## src/rtl/osc_cal_pkg.sv

```systemverilog
package osc_cal_pkg;
  localparam int unsigned REG_W     = 16;
  localparam int unsigned RES_W     = 32;
  localparam int unsigned BIT_START = 2;
  localparam int unsigned BIT_SRC   = 3;

  localparam logic [1:0] IDX_CTRL = 2'd0;
  localparam logic [1:0] IDX_WIN  = 2'd1;
  localparam logic [1:0] IDX_RLO  = 2'd2;
  localparam logic [1:0] IDX_RHI  = 2'd3;

  typedef enum logic [1:0] {
    CAL_IDLE = 2'd0,
    CAL_ARM  = 2'd1,
    CAL_RUN  = 2'd2
  } cal_state_e;
endpackage

```

## src/rtl/osc_cal_sync.sv

```systemverilog
module osc_cal_sync #(
  parameter int unsigned WIDTH  = 5,
  parameter int unsigned STAGES = 2
) (
  input  logic             clk,
  input  logic             rst,
  input  logic [WIDTH-1:0] din,
  output logic [WIDTH-1:0] level,
  output logic [WIDTH-1:0] rise
);
  localparam int unsigned DEPTH = STAGES + 1;

  logic [WIDTH-1:0] pipe [DEPTH];

  always_ff @(posedge clk) begin
    if (rst) begin
      for (int k = 0; k < DEPTH; k++) pipe[k] <= '0;
    end else begin
      pipe[0] <= din;
      for (int k = 1; k < DEPTH; k++) pipe[k] <= pipe[k-1];
    end
  end

  genvar g;
  generate
    for (g = 0; g < WIDTH; g++) begin : g_edge
      assign level[g] = pipe[STAGES-1][g];
      assign rise[g]  = pipe[STAGES-1][g] & ~pipe[STAGES][g];
    end
  endgenerate
endmodule

```

## src/rtl/osc_cal_engine.sv

```systemverilog
module osc_cal_engine
  import osc_cal_pkg::*;
#(
  parameter int unsigned WIN_W   = 16,
  parameter int unsigned CNT_W   = 32,
  parameter int unsigned NUM_REF = 4,
  parameter int unsigned SEL_W   = $clog2(NUM_REF)
) (
  input  logic               clk,
  input  logic               rst,
  input  logic               start_req,
  input  logic [SEL_W-1:0]   sel,
  input  logic               ext_mode,
  input  logic [WIN_W-1:0]   win_len,
  input  logic [NUM_REF-1:0] ref_rise,
  input  logic               ext_level,
  output logic               busy,
  output logic [CNT_W-1:0]   count,
  output cal_state_e         state_o
);
  localparam logic [WIN_W-1:0] ONE = WIN_W'(1);

  cal_state_e       state;
  logic [WIN_W-1:0] remain;
  logic             edge_hit;
  logic             gate;

  assign edge_hit = ref_rise[sel];
  assign gate     = ext_mode ? ext_level : 1'b1;
  assign state_o  = state;

  always_ff @(posedge clk) begin
    if (rst) begin
      state  <= CAL_IDLE;
      busy   <= 1'b0;
      count  <= '0;
      remain <= '0;
    end else begin
      unique case (state)
        CAL_IDLE: begin
          if (start_req) begin
            state  <= CAL_ARM;
            busy   <= 1'b1;
            count  <= '0;
            remain <= (win_len == '0) ? ONE : win_len;
          end
        end
        CAL_ARM: begin
          if (edge_hit) state <= CAL_RUN;
        end
        CAL_RUN: begin
          if (gate) count <= count + CNT_W'(1);
          if (edge_hit) begin
            if (remain == ONE) begin
              state <= CAL_IDLE;
              busy  <= 1'b0;
            end else begin
              remain <= remain - ONE;
            end
          end
        end
        default: state <= CAL_IDLE;
      endcase
    end
  end
endmodule

```

## src/rtl/osc_cal_regs.sv

```systemverilog
module osc_cal_regs
  import osc_cal_pkg::*;
#(
  parameter int unsigned DATA_W = 16,
  parameter int unsigned CNT_W  = 32,
  parameter int unsigned SEL_W  = 2
) (
  input  logic              clk,
  input  logic              rst,
  input  logic [2:0]        bus_addr,
  input  logic              bus_wr,
  input  logic [DATA_W-1:0] bus_wdata,
  input  logic              busy,
  input  logic [CNT_W-1:0]  count,
  output logic [DATA_W-1:0] bus_rdata,
  output logic [SEL_W-1:0]  sel_q,
  output logic              src_q,
  output logic [DATA_W-1:0] win_q,
  output logic              start_req
);
  logic [1:0]        idx;
  logic              ctrl_wr;
  logic              win_wr;
  logic [DATA_W-1:0] ctrl_view;
  logic [DATA_W-1:0] rd_next;

  assign idx       = bus_addr[2:1];
  assign ctrl_wr   = bus_wr && (idx == IDX_CTRL) && !busy;
  assign win_wr    = bus_wr && (idx == IDX_WIN) && !busy;
  assign start_req = ctrl_wr && bus_wdata[BIT_START];

  always_comb begin
    ctrl_view                 = '0;
    ctrl_view[SEL_W-1:0]      = sel_q;
    ctrl_view[BIT_START]      = busy;
    ctrl_view[BIT_SRC]        = src_q;
  end

  always_comb begin
    unique case (idx)
      IDX_CTRL: rd_next = ctrl_view;
      IDX_WIN:  rd_next = win_q;
      IDX_RLO:  rd_next = count[DATA_W-1:0];
      default:  rd_next = count[CNT_W-1:CNT_W-DATA_W];
    endcase
  end

  always_ff @(posedge clk) begin
    if (rst) begin
      sel_q     <= '0;
      src_q     <= 1'b0;
      win_q     <= '0;
      bus_rdata <= '0;
    end else begin
      bus_rdata <= rd_next;
      if (ctrl_wr) begin
        sel_q <= bus_wdata[SEL_W-1:0];
        src_q <= bus_wdata[BIT_SRC];
      end
      if (win_wr) win_q <= bus_wdata;
    end
  end
endmodule

```

## src/rtl/osc_cal_counter.sv

```systemverilog
module osc_cal_counter
  import osc_cal_pkg::*;
#(
  parameter int unsigned NUM_REF     = 4,
  parameter int unsigned SYNC_STAGES = 2
) (
  input  logic               clk,
  input  logic               rst,
  input  logic [2:0]         bus_addr,
  input  logic               bus_wr,
  input  logic [REG_W-1:0]   bus_wdata,
  output logic [REG_W-1:0]   bus_rdata,
  input  logic [NUM_REF-1:0] ref_clk_in,
  input  logic               ext_gate_in
);
  localparam int unsigned SEL_W  = $clog2(NUM_REF);
  localparam int unsigned SYNC_W = NUM_REF + 1;

  logic [SYNC_W-1:0]  sync_level;
  logic [SYNC_W-1:0]  sync_rise;
  logic [SEL_W-1:0]   sel_q;
  logic               src_q;
  logic [REG_W-1:0]   win_q;
  logic               start_req;
  logic               busy;
  logic [RES_W-1:0]   count;
  cal_state_e         state;

  osc_cal_sync #(
    .WIDTH (SYNC_W),
    .STAGES(SYNC_STAGES)
  ) u_sync (
    .clk  (clk),
    .rst  (rst),
    .din  ({ext_gate_in, ref_clk_in}),
    .level(sync_level),
    .rise (sync_rise)
  );

  osc_cal_regs #(
    .DATA_W(REG_W),
    .CNT_W (RES_W),
    .SEL_W (SEL_W)
  ) u_regs (
    .clk      (clk),
    .rst      (rst),
    .bus_addr (bus_addr),
    .bus_wr   (bus_wr),
    .bus_wdata(bus_wdata),
    .busy     (busy),
    .count    (count),
    .bus_rdata(bus_rdata),
    .sel_q    (sel_q),
    .src_q    (src_q),
    .win_q    (win_q),
    .start_req(start_req)
  );

  osc_cal_engine #(
    .WIN_W  (REG_W),
    .CNT_W  (RES_W),
    .NUM_REF(NUM_REF),
    .SEL_W  (SEL_W)
  ) u_engine (
    .clk      (clk),
    .rst      (rst),
    .start_req(start_req),
    .sel      (sel_q),
    .ext_mode (src_q),
    .win_len  (win_q),
    .ref_rise (sync_rise[NUM_REF-1:0]),
    .ext_level(sync_level[NUM_REF]),
    .busy     (busy),
    .count    (count),
    .state_o  (state)
  );
endmodule

```

## config.mk

```make
export PLATFORM = sky130hd
export DESIGN_NAME = osc_cal_counter
export DESIGN_NICKNAME = d
export VERILOG_FILES = /design/src/rtl/osc_cal_pkg.sv /design/src/rtl/osc_cal_sync.sv /design/src/rtl/osc_cal_engine.sv /design/src/rtl/osc_cal_regs.sv /design/src/rtl/osc_cal_counter.sv
export SDC_FILE = /design/constraint.sdc
export NUM_CORES = 1
export LEC_CHECK = 0
export BUFFER_PORTS_ARGS = -buffer_cell sky130_fd_sc_hd__buf_2
export CAP_MARGIN = 20
export CORE_ASPECT_RATIO = 1.2
export CORE_MARGIN = 1
export CORE_UTILIZATION = 40
export DETAILED_ROUTE_END_ITERATION = 8
export HOLD_SLACK_MARGIN = 0.02
export PLACE_DENSITY = 0.65
export SLEW_MARGIN = 30
export SYNTH_ARGS = -nofsm -noshare
export SYNTH_HDL_FRONTEND = slang
export SYNTH_HIERARCHICAL = 1
export SYNTH_SLANG_ARGS = --single-unit
```

## constraint.sdc

```tcl
create_clock -name clk -period 6.02 [get_ports clk]
set_input_delay 0.602 -clock clk [delete_from_list [all_inputs] [get_ports clk]]
set_output_delay 0.602 -clock clk [all_outputs]
set_load 0.02 [all_outputs]
```

# Word-level counts from Yosys, hierarchy flattened
# Memories as Yosys holds them, arrays and structs flattened.
# Index checks and enable logic that the tools add are counted.
[totals]
reg_bits = 86
latchBits = 0
ram_bits = 15
rom_bits = 0
in_bits = 27
output_inout_bits = 16
wordCells = 75
mem_count = 1
[mem_list]
columns = ["memory", "words", "width", "read_ports", "rd_clocked_by_memory_dff", "wr", "line_no", "source"]
rows = [
  ["u_sync.pipe", 3, 5, 3, 0, 3, "osc_cal_sync.sv:13", "logic [WIDTH-1:0] pipe [DEPTH];"],
]
[op_classes]
addsub = 2
multipliers = 0
n_div = 0
order_cmp = 1
eq_ne = 11
shift = 0
muxes = 27
n_bitwise = 11
n_reduce_logical = 14
[op_table]
columns = ["op", "count"]
rows = [
  ["16-bit two-way mux", 4],
  ["32-bit two-way mux", 2],
  ["32-bit one-hot mux with 2 select lines", 1],
  ["16-bit one-hot mux with 3 select lines", 1],
  ["32-bit by 1-bit adder with 32-bit output (second input constant)", 1],
  ["16-bit one-hot mux with 2 select lines", 1],
  ["16-bit by 1-bit == test with 1-bit output (second input constant)", 1],
  ["16-bit logical NOT", 1],
  ["16-bit by 1-bit subtractor with 16-bit output (second input constant)", 1],
  ["5-bit two-way mux", 3],
  ["4-bit AND reduction", 3],
  ["1-bit two-way mux", 8],
  ["2-bit two-way mux", 4],
  ["2-bit by 1-bit != test with 1-bit output (second input constant)", 4],
  ["2-bit one-hot mux with 3 select lines", 1],
  ["1-bit logical AND", 5],
  ["1-bit AND", 4],
  ["2-bit by 1-bit == test with 1-bit output (second input constant)", 2],
  ["2-bit == test (second input constant)", 2],
  ["2-bit logical NOT", 2],
  ["2-bit != test (second input constant)", 2],
  ["1-bit inverter", 4],
  ["2-bit by 3-bit less-than comparator with 1-bit output (second input constant)", 1],
  ["1-bit bitwise OR", 3],
  ["other kinds (5)", 5],
]

# Depth between registers and ports, before layout
# An unclocked memory read counts as a cell.
[depth]
word_depth = 7
ltp_mapped = 8
ltp_nobuf = 7

# Modules after synthesis
# The synthesis kept the hierarchy.
[by_module_without_submodules]
columns = ["mod", "n_inst", "cells_per_inst", "area_per_inst_um2", "seq_area_each_um2"]
rows = [
  ["osc_cal_engine", 1, 337, 2670.1, 1021.0],
  ["osc_cal_regs", 1, 144, 1536.5, 700.7],
  ["osc_cal_sync", 1, 41, 501.7, 300.3],
]

# Worst setup path before layout
# No wires, ideal clock.
[synth_timing]
kind = "input-to-reg"
from = "in bus_addr[1]"
to = "reg u_engine.count[23]"
setup_time_ns = 0.070
arrival_time_ns = 2.518
t_required_ns = 5.950
setup_slack_ns = 3.431
stages = 8
path_buffers = 1
cell_sequence = "clkbuf_2 nor4b_1 and2_1 o21bai_1 nor3_2 nand3_1 or3_1 a21oi_1"
[synth_between]
elab_chain_len = 6
[synth_lines]
columns = ["item", "line_no", "source"]
rows = [
  ["start: declaration", "osc_cal_counter.sv:9", "input logic [2:0] bus_addr,"],
  ["2-bit logical NOT", "osc_cal_regs.sv:28", "assign ctrl_wr = bus_wr && (idx == IDX_CTRL) && !busy;"],
  ["1-bit logical AND (2 in a row)", "osc_cal_regs.sv:28", ""],
  ["1-bit logical AND", "osc_cal_regs.sv:30", "assign start_req = ctrl_wr && bus_wdata[BIT_START];"],
  ["via start_req", "osc_cal_counter.sv:24", "logic start_req;"],
  ["2-bit != test (no line)", "n/a", ""],
  ["3-bit AND reduction (no line)", "n/a", ""],
  ["end signal: assignment", "osc_cal_engine.sv:52", "if (gate) count <= count + CNT_W'(1);"],
  ["end: declaration", "osc_cal_engine.sv:18", "output logic [CNT_W-1:0] count,"],
]
# The timed path passes the listed nets, and every way through them passes these cells.
# A chain may end at the register's enable or synchronous reset.

# Final worst setup path
# Ends and elaborated chain as after synthesis.

==> reports/results.ini <==
[global_routing]
grt_max_degree=74
grt_pass1_vias=3668
antenna_found_initial=0
grt_pass1_wl_um=17300
track_usage_pct=18.1
grt_overflow=0

[power_and_ir_drop]
ir_drop_mv=0.119
powerDensity_nw_per_um2=247
leakage_nw=1.92

[worst_setup_path]
crit_arrival_ns=3.35
endpoint_kind=flop
path_class=input pin to flop
crit_required_ns=6.28
start_kind=input pin
crit_fanout=24

[detailed_routing]
wire_per_inst_um=15.0
wirelength_met1_um=4760
routed_wl_um=10400
dr.max_layer_used=met4
firstDrtPassIters=5
ant_nets=0
drc=0
wl_met2_um=5060
met3_length_um=376
vias=3723
viasPerCell=5.37
drt_iter0_markers=201

[worst_hold_path]
hp-class=flop to flop

[outcome]
status=complete, no violations

[layout]
nFillCells=1092
final_core_util_pct=46.3
areaGrowthSynthToFinish_pct=11.1
layout-drive-gt1-share_pct=14.3
antennaDiodeCount=0
fin_cells=693
nets=568

[floorplan]
ios=43
die_w_um=100
rows=42
coreArea_sq_um=11100
initial_core_util_pct=41.7
die_y_um=120
dieArea_sq_um=12000

[place]
place_hpwl_um=7410
routabilityCongestion=0.827
dp.cells=681
numPortBuffers=41

[logic_synthesis]
syn-num-nets=545
synth_area_sq_um=4640
synth_cells=515
syn_area_per_cell_sq_um=9.02
ys_warn_count=6

[sta]
finalSetupTns_ns=0
finalClockSkew_ns=0.00733
slew_violations=0
final_hold_viol_count=0
post-route-period-util_pct=51.4
fmax_mhz=323
worst_pin_slew_ns=0.858
setup_viol=0
rsz0062_at_grt=false
min_period_ns=3.09
slew_headroom_pct=42.8

[cts]
cts-resized-gates=0
cts.sinks=100
htreeDepth=3
cts_setup_buffers=0
cts_root_buf=clkbuf_16
cts_tree=done
clkTransAtPathRegs_ns=0.06
cts_buffers=9
cts_buffer_depth=2
cts_hold_buf=0
clkLatencyLatePin_ns=0.34

[flow_run]
maxCapViolCount=0

report_power, final:
group          switching, mW  leakage [nW]  internal [mW]
clock network          0.220         0.120          0.282
registers            0.00951         0.810          0.673
logic                 0.0515         0.985         0.0383
critical path, stage by stage:
cell and delay, ns:
buf_2 0.32, nor4b_1 0.54, and2_1 0.27, o21bai_1 0.20, nor3_2 0.67, nand3_1 0.25, or3_1 0.36, a21oi_1 0.13
through the flow:
stage	hold slack, ns	worst slack [ns]	area [sq um]	total power [mW]
2_1_floorplan	0.411	3.43	4640	0.763
3_3_place_gp	0.419	2.63	4900	0.785
3_5_place_dp	0.418	2.64	4910	0.787
4_1_cts	0.433	3.00	5160	1.29
5_1_grt	0.454	2.75	5160	1.33
6_report	0.430	2.93	5160	1.28
area by class of cell:
cell class | count | area [sq um] | area share, %
clock buffer | 12 | 246 | 4.78
inverter | 5 | 18.8 | 0.364
tap | 154 | 193 | 3.74
multi-input combinational | 378 | 2470 | 47.9
timing repair buffer | 44 | 228 | 4.41
sequential | 100 | 2000 | 38.8
worst paths after layout:
kind | slack [ns] | from | cells past startpoint | endpoint
max | 2.93 | bus_addr[1] | 8 | u_engine/count[23]$_SDFFE_PP0P_
min | 0.43 | u_sync/pipe[0][1]$_SDFF_PP0_ | 1 | u_sync/pipe[0][6]$_SDFF_PP0_
max reg2reg | 3.27 | u_engine/busy$_SDFFE_PP0P_ | 7 | u_engine/count[23]$_SDFFE_PP0P_
min reg2reg | 0.43 | u_sync/pipe[0][1]$_SDFF_PP0_ | 1 | u_sync/pipe[0][6]$_SDFF_PP0_
sequential cells by signal, summed over array words and instances (netlist names):
| name | count |
|---|---|
| u_engine/busy | 1 |
| u_engine/remain | 16 |
| u_engine/state_o | 2 |
| u_sync/pipe | 14 |
| u_regs/bus_rdata | 16 |
| u_engine/count | 32 |
| u_regs/src_q | 1 |
| u_regs/win_q | 16 |
| u_regs/sel_q | 2 |
placed cells by master, fill, tap and decap left out, types with 3 or more instances in the layout:
cell type / n
dfxtp_1: 100
nor2_1: 43
buf_2: 41
mux2i_1: 40
nand2b_1: 39
nand2_1: 36
a21oi_1: 28
o21ai_0: 19
o22ai_1: 19
nand3_1: 16
xor2_1: 16
nand4_1: 12
or3_1: 10
clkbuf_16: 9
nor4_1: 9
nor2b_1: 9
nor3_1: 8
xnor2_1: 8
nor2b_2: 7
a211oi_1: 6
inv_1: 5
and3_1: 5
buf_4: 3
o31ai_1: 3
ha_1: 3
routing by layer:
metal	vias up	GRT usage [%]
li1	1877	-
met1	1754	22.3
met2	77	30.6
met3	15	2.68
met4	0	8.70
met5	-	0
Note: power is estimated with default switching activity, not from simulation.
